`src/rtl/sdclk_pkg.sv`:
```
package sdclk_pkg;
  localparam int unsigned CODE_W   = 8;
  localparam int unsigned MAX_LOG2 = CODE_W + 1;
  localparam int unsigned LOG_W    = $clog2(MAX_LOG2 + 1);

  typedef logic [CODE_W-1:0] code_t;
  typedef logic [LOG_W-1:0]  log2_t;

  typedef enum logic [1:0] {
    SEQ_IDLE  = 2'd0,
    SEQ_DRAIN = 2'd1,
    SEQ_LOAD  = 2'd2
  } seq_state_e;

  // Divider code to log2 of the ratio. All-ones is bypass when allowed.
  function automatic log2_t code_to_log2(input code_t code, input logic div1_ok);
    log2_t r;
    r = log2_t'(1);
    if (&code) begin
      r = div1_ok ? log2_t'(0) : log2_t'(1);
    end else begin
      for (int b = 0; b < CODE_W; b++) begin
        if (code[b]) r = log2_t'(b + 2);
      end
    end
    return r;
  endfunction
endpackage

```
`src/rtl/sdclk_rate_calc.sv`:
```
module sdclk_rate_calc
  import sdclk_pkg::*;
#(
  parameter int unsigned RATE_W = 32
) (
  input  logic [RATE_W-1:0] src_rate_i,
  input  logic [RATE_W-1:0] req_rate_i,
  input  logic              ddr_mode_i,
  input  logic              div1_strap_i,
  output code_t             code_o,
  output logic              off_o
);
  localparam int unsigned EXT_W = RATE_W + 2;
  localparam int unsigned STEP_W = $clog2(MAX_LOG2 + 1);

  logic [EXT_W-1:0]  cur;
  logic [EXT_W-1:0]  req_ext;
  logic [STEP_W-1:0] steps;
  logic              go;

  always_comb begin
    req_ext = EXT_W'(req_rate_i);
    cur     = EXT_W'(src_rate_i) >> MAX_LOG2;
    steps   = '0;
    go      = 1'b1;
    for (int i = 0; i < MAX_LOG2; i++) begin
      if (go && (req_ext >= (cur << 1))) begin
        cur   = cur << 1;
        steps = steps + 1'b1;
      end else begin
        go = 1'b0;
      end
    end
  end

  always_comb begin
    if (steps < STEP_W'(CODE_W)) begin
      code_o = code_t'({1'b1, {(CODE_W-1){1'b0}}}) >> steps;
    end else if (steps == STEP_W'(CODE_W)) begin
      code_o = '0;
    end else begin
      code_o = (div1_strap_i && !ddr_mode_i) ? '1 : '0;
    end
    off_o = (req_rate_i == '0);
  end

  always_comb begin
    assert_code_legal_R10: assert ($onehot0(code_o) || (&code_o))
      else $error("helper code is neither one-hot, zero nor all-ones");
  end
endmodule

```
`src/rtl/sdclk_seq.sv`:
```
module sdclk_seq
  import sdclk_pkg::*;
(
  input  logic  clk_i,
  input  logic  rst_ni,
  input  logic  wr_i,
  input  code_t wr_code_i,
  input  logic  wr_en_i,
  input  logic  ddr_mode_i,
  input  logic  div1_strap_i,
  input  logic  stopped_i,
  output logic  run_req_o,
  output logic  load_o,
  output log2_t ratio_o,
  output logic  ready_o
);
  seq_state_e state_q, state_d;
  logic       en_q, en_d;
  log2_t      pend_q, pend_d;

  always_comb begin
    state_d = state_q;
    en_d    = en_q;
    pend_d  = pend_q;
    unique case (state_q)
      SEQ_IDLE: begin
        if (wr_i) begin
          pend_d  = code_to_log2(wr_code_i, div1_strap_i & ~ddr_mode_i);
          en_d    = wr_en_i;
          state_d = SEQ_DRAIN;
        end
      end
      SEQ_DRAIN: begin
        if (stopped_i) state_d = SEQ_LOAD;
      end
      SEQ_LOAD: state_d = SEQ_IDLE;
      default:  state_d = SEQ_IDLE;
    endcase
  end

  always_ff @(posedge clk_i or negedge rst_ni) begin
    if (!rst_ni) begin
      state_q <= SEQ_IDLE;
      en_q    <= 1'b0;
      pend_q  <= log2_t'(MAX_LOG2);
    end else begin
      state_q <= state_d;
      en_q    <= en_d;
      pend_q  <= pend_d;
    end
  end

  assign ready_o   = (state_q == SEQ_IDLE);
  assign run_req_o = (state_q == SEQ_IDLE) && en_q;
  assign load_o    = (state_q == SEQ_LOAD);
  assign ratio_o   = pend_q;

  assert_busy_after_write_R6: assert property (@(posedge clk_i) disable iff (!rst_ni)
    (wr_i && ready_o) |=> !ready_o)
    else $error("ready stayed high after an accepted write");

  assert_ignore_busy_write_R7: assert property (@(posedge clk_i) disable iff (!rst_ni)
    (state_q != SEQ_IDLE) |=> $stable(pend_q))
    else $error("pending ratio changed during a change sequence");
endmodule

```
`src/rtl/sdclk_gen.sv`:
```
module sdclk_gen
  import sdclk_pkg::*;
(
  input  logic  clk_i,
  input  logic  rst_ni,
  input  logic  run_req_i,
  input  logic  load_i,
  input  log2_t ratio_i,
  output logic  sd_clk_o,
  output logic  stopped_o
);
  localparam int unsigned CNT_W = CODE_W;

  logic             run_q, run_d;
  logic             div_q, div_d;
  logic [CNT_W-1:0] cnt_q, cnt_d;
  log2_t            ratio_q, ratio_d;
  logic             gate_q;
  logic             bypass;
  logic [CNT_W:0]   half_w;
  logic [CNT_W-1:0] last;

  assign bypass = (ratio_q == '0);

  always_comb begin
    half_w = (CNT_W+1)'(1) << (ratio_q - log2_t'(1));
    last   = CNT_W'(half_w - 1'b1);
  end

  always_comb begin
    run_d   = run_q;
    div_d   = div_q;
    cnt_d   = cnt_q;
    ratio_d = ratio_q;
    if (load_i && !run_q) ratio_d = ratio_i;
    if (!run_q) begin
      cnt_d = '0;
      div_d = 1'b0;
      if (run_req_i) run_d = 1'b1;
    end else if (!run_req_i && !div_q) begin
      run_d = 1'b0;
      cnt_d = '0;
    end else if (!bypass) begin
      if (cnt_q == last) begin
        cnt_d = '0;
        div_d = ~div_q;
      end else begin
        cnt_d = cnt_q + 1'b1;
      end
    end
  end

  always_ff @(posedge clk_i or negedge rst_ni) begin
    if (!rst_ni) begin
      run_q   <= 1'b0;
      div_q   <= 1'b0;
      cnt_q   <= '0;
      ratio_q <= log2_t'(MAX_LOG2);
    end else begin
      run_q   <= run_d;
      div_q   <= div_d;
      cnt_q   <= cnt_d;
      ratio_q <= ratio_d;
    end
  end

  // Bypass gate changes only while the input clock is low.
  always_ff @(negedge clk_i or negedge rst_ni) begin
    if (!rst_ni) gate_q <= 1'b0;
    else         gate_q <= run_q & bypass;
  end

  assign sd_clk_o  = bypass ? (clk_i & gate_q) : div_q;
  assign stopped_o = ~run_q;

  assert_low_when_stopped_R8: assert property (@(posedge clk_i) disable iff (!rst_ni)
    !run_q |-> !div_q)
    else $error("divided clock high while stopped");

  assert_stop_on_low_R9: assert property (@(posedge clk_i) disable iff (!rst_ni)
    $fell(run_q) |-> !$past(div_q))
    else $error("output stopped during a high phase");

  assert_fall_only_running_R2: assert property (@(posedge clk_i) disable iff (!rst_ni)
    $fell(div_q) |-> $past(run_q))
    else $error("divided clock fell while not running");
endmodule

```
`src/rtl/sdclk_div.sv`:
```
module sdclk_div
  import sdclk_pkg::*;
#(
  parameter int unsigned RATE_W = 32
) (
  input  logic              clk_i,
  input  logic              rst_ni,
  input  logic              wr_i,
  input  logic [7:0]        wr_code_i,
  input  logic              wr_en_i,
  input  logic              ddr_mode_i,
  input  logic              div1_strap_i,
  input  logic [RATE_W-1:0] src_rate_i,
  input  logic [RATE_W-1:0] req_rate_i,
  output logic              sd_clk_o,
  output logic              ready_o,
  output logic [7:0]        calc_code_o,
  output logic              calc_off_o
);
  logic  run_req;
  logic  load;
  logic  stopped;
  log2_t ratio;

  sdclk_seq i_seq (
    .clk_i        (clk_i),
    .rst_ni       (rst_ni),
    .wr_i         (wr_i),
    .wr_code_i    (wr_code_i),
    .wr_en_i      (wr_en_i),
    .ddr_mode_i   (ddr_mode_i),
    .div1_strap_i (div1_strap_i),
    .stopped_i    (stopped),
    .run_req_o    (run_req),
    .load_o       (load),
    .ratio_o      (ratio),
    .ready_o      (ready_o)
  );

  sdclk_gen i_gen (
    .clk_i     (clk_i),
    .rst_ni    (rst_ni),
    .run_req_i (run_req),
    .load_i    (load),
    .ratio_i   (ratio),
    .sd_clk_o  (sd_clk_o),
    .stopped_o (stopped)
  );

  sdclk_rate_calc #(.RATE_W(RATE_W)) i_calc (
    .src_rate_i   (src_rate_i),
    .req_rate_i   (req_rate_i),
    .ddr_mode_i   (ddr_mode_i),
    .div1_strap_i (div1_strap_i),
    .code_o       (calc_code_o),
    .off_o        (calc_off_o)
  );

  assert_load_while_stopped_R6: assert property (@(posedge clk_i) disable iff (!rst_ni)
    load |-> stopped)
    else $error("new ratio loaded while the output was running");
endmodule

```
`config.mk`:
```
export PLATFORM = sky130hd
export DESIGN_NAME = sdclk_div
export DESIGN_NICKNAME = d
export VERILOG_FILES = /design/src/rtl/sdclk_pkg.sv /design/src/rtl/sdclk_rate_calc.sv /design/src/rtl/sdclk_seq.sv /design/src/rtl/sdclk_gen.sv /design/src/rtl/sdclk_div.sv
export SDC_FILE = /design/constraint.sdc
export NUM_CORES = 1
export LEC_CHECK = 0
export BUFFER_PORTS_ARGS = -buffer_cell sky130_fd_sc_hd__buf_2
export CORE_UTILIZATION = 65
export DETAILED_ROUTE_END_ITERATION = 10
export GPL_TIMING_DRIVEN = 0
export PLACE_DENSITY = 0.95
export SYNTH_ARGS = -nofsm -noshare
export SYNTH_HDL_FRONTEND = slang
export SYNTH_SLANG_ARGS = --single-unit
```
`constraint.sdc`:
```
create_clock -name clk_i -period 61.6 [get_ports clk_i]
set_input_delay 3.08 -clock clk_i [delete_from_list [all_inputs] [get_ports clk_i]]
set_output_delay 3.08 -clock clk_i [all_outputs]
set_load 0.1 [all_outputs]
```
==> flow_summary_export.csv <==
group,metric,value,unit
die,die_w,126,µm
die,die_y,126,µm
logic_synthesis,synth-async-reset-ratio,1.00,
critical_path,crit_path_start_kind,"input pin",
timing,fin_worst_skew,0.0493,ns
global_routing,grt_pass1_vias,11179,
cts,cts_tree,"yes",
logic_synthesis,ys_warn_count,0,
die,num_io_pins,89,
logic_synthesis,ys_seq_area_frac,0.0555,
job,cap_violations,0,
logic_synthesis,synth_area_leaders,"ha_1 31%, mux2_2 6.6%, o21ai_0 5.9%",
placed_design,dp_hpwl,27100,µm
power,total_power,193,µW
timing,max_slew_margin,0.260,
cts,insertion_delay,0.42,ns
placed_design,dpl-instance-area,10600,µm²
power,peakVddDrop,20.3,µV
timing,fmax,28.1,MHz
final_layout,syn2layout_area_growth,7.14,%
die,dieArea,15900,µm²
timing,period_needed,35.64,ns
logic_synthesis,yosysTopAreaCell,"ha_1",
placed_design,globalplace.congestion,1.06,
cts,cts_resized,0,
run_status,outcome,"finished, final reports clean",
timing,drv_slew,0,
route,routed_wl,33900,µm
cts,post_cts_buffers,0,
final_layout,layout-drive-gt1-share,0.115,
final_layout,finalNetCount,1748,
logic_synthesis,synth_cell_types,67,
critical_path,path_common_cell,"clkbuf_1",
timing,finalHoldViolations,0,
timing,tightest_slew,1.11,ns
logic_synthesis,syn_nets,1676,
global_routing,grt_pass1_wl,54500,µm
final_layout,final_cell_area,10700,µm²
timing,setup_viol,0,
logic_synthesis,synth_top_flop_cell,"dfrtp_1",
logic_synthesis,synth_top_area_share,0.310,
timing,fin_crit_sh,0.579,
critical_path,cp_slowest_stage_delay,0.93,ns
route,initialDrtViolationCount,1349,
critical_path,worstSetupEndpointType,"output port",
logic_synthesis,synth-edff-count,0,
critical_path,crit_type,"in -> out",
critical_path,slowest_stage,"a2111oi_0",
route,drtPass1Iterations,6,
placed_design,io_buffers,64,
route,viasPerCell,7.11,
global_routing,antenna_found_initial,1,
die,coreArea,14800,µm²
critical_path,worst_ep_required_time,58.52,ns
cts,hold_buffers,0,
logic_synthesis,synth_seq_cells,22,
placed_design,place_ws,26.80,ns
final_layout,fillCellCount,1197,
power,power_leakage,0.00495,µW
critical_path,critPathBufInv,21,
route,route.detailed.drc,0,
die,initial_core_util,0.679,
timing,setup_ws,25.96,ns
power,power_density,18.0,nW/µm²
global_routing,grt-ovfl-total,0,
worst_hold_path,min_path_type,"reg -> reg",
global_routing,grt.total_usage,0.423,
route,vias,11412,
logic_synthesis,synth_cells,1350,
route,final_antenna_net_count,0,
cts,clkTransAtPathRegs,0.06,ns
final_layout,utilization,0.727,
route,avgRoutedWirePerCell,21.1,µm
critical_path,crit_family,"compound AO/OA/AOI/OAI gates",
logic_synthesis,synth_area,10000,µm²
timing,rsz0062_at_grt,"no",
final_layout,diodes,0,
die,rows,44,
logic_synthesis,synth_area_per_cell,7.42,µm²
critical_path,cp.arrival,32.56,ns
timing,fin_tns_setup,0,ns
critical_path,cp_max_fo,10,
global_routing,grt_max_degree,23,
-- stage by stage --
stage | std cells | hold slack (ns)
3_5_place_dp | 1598 | 0.468
2_1_floorplan | 1350 | 0.441
3_3_place_gp | 1598 | 0.462
6_report | 1605 | 0.482
4_1_cts | 1605 | 0.484
5_1_grt | 1605 | 0.509
-- layer usage --
metal  GRT usage  up-vias  share of wire
li1            -     5216              -
met1       0.523     5241           0.39
met2       0.698      764           0.44
met3      0.0773      189           0.12
met4       0.224        2          0.052
met5           0        -        0.00027
-- layout make-up --
class	count	area, µm²	area share
inverters	82	308	0.0287
repair buffers	63	315	0.0294
clock buffers	8	169	0.0157
well taps	184	230	0.0215
multi-input cells	1182	8900	0.829
flip-flops and latches	22	556	0.0518
plain buffers	64	253	0.0236
-- sequential cells by signal, indices dropped and copies added, names as in the netlist --
name           cells
i_gen.ratio_q      4
i_seq.state_q      2
i_seq.en_q         1
i_gen.cnt_q        8
i_seq.ratio_o      4
i_gen.div_q        1
i_gen.gate_q       1
i_gen.run_q        1
-- kinds of logic after synthesis --
logic type,after synthesis,synth area share
adder cells (fa/ha/maj),248,0.310
XOR/XNOR,12,0.0105
buffers and inverters,146,0.0560
AO/OA/AOI/OAI,393,0.244
AND/OR/NAND/NOR,420,0.207
flip-flops,22,0.0555
multiplexers,109,0.117
-- synth_stat cells, types with 4 or more instances --
| master | count |
|---|---|
| ha_1 | 248 |
| and4_1 | 7 |
| nor4_1 | 14 |
| nor3_1 | 31 |
| o221ai_1 | 4 |
| o21ai_1 | 7 |
| dfrtp_1 | 17 |
| o2111ai_1 | 5 |
| buf_1 | 9 |
| a21oi_1 | 109 |
| or3_1 | 8 |
| mux2_2 | 59 |
| nand3_1 | 33 |
| nor2b_1 | 9 |
| dfstp_2 | 4 |
| a31oi_1 | 12 |
| or2_2 | 15 |
| and3_1 | 7 |
| o22ai_1 | 6 |
| nand2b_1 | 15 |
| a21o_1 | 28 |
| and2_1 | 13 |
| clkbuf_1 | 50 |
| o21bai_1 | 5 |
| o21ai_0 | 119 |
| a2111oi_0 | 4 |
| inv_1 | 80 |
| mux2i_1 | 49 |
| buf_2 | 4 |
| xnor2_1 | 8 |
| a211oi_1 | 15 |
| o21a_1 | 10 |
| o211ai_1 | 25 |
| xor2_1 | 4 |
| nor2_1 | 87 |
| o31ai_1 | 6 |
| nor3b_1 | 6 |
| a221o_1 | 4 |
| nand4_1 | 33 |
| a211o_1 | 8 |
| a221oi_1 | 6 |
| nand2_1 | 129 |
-- worst paths after layout --
kind | start | to | slack, ns | cells after the start
setup reg to reg | i_gen.ratio_q[3] | i_gen.gate_q | 29.43 | 3
hold reg to reg | i_seq.ratio_o[1] | i_seq.ratio_o[1] | 0.48 | 2
hold / removal | i_seq.ratio_o[1] | i_seq.ratio_o[1] | 0.48 | 2
max in group asynchronous | rst_ni | i_gen.gate_q | 27.93 | 1
setup / recovery | src_rate_i[19] | calc_code_o[1] | 25.96 | 99
min in group asynchronous | rst_ni | i_gen.cnt_q[1] | 2.67 | 1
-- tightest hold or removal path: stages, from the launching register on --
cell and delay, ns:
dfrtp_1 0.34, nand2_1 0.05, o21ai_0 0.06
-- cell usage in the layout (no fill, tap or decap), drive strengths merged, types with 7 or more instances in the layout --
master	n
ha	248
nand2	129
o21ai	126
a21oi	109
nor2	87
inv	82
buf	78
mux2	60
clkbuf	57
mux2i	49
nand4	33
nand3	33
nor3	33
a21o	28
o211ai	25
dfrtp	17
a211oi	15
nand2b	15
or2	15
nor4	15
and2	13
a31oi	12
o21a	10
nor2b	9
or3	8
a211o	8
xnor2	8
and4	7
and3	7
-- where the power goes --
group | internal [µW] | leakage, µW | switching (µW)
Clock | 18.3 | 0.0000892 | 7.03
Combinational | 49.9 | 0.00458 | 95.2
Sequential | 19.5 | 0.000284 | 3.33
No activity file was read; power rests on OpenSTA's default activity.
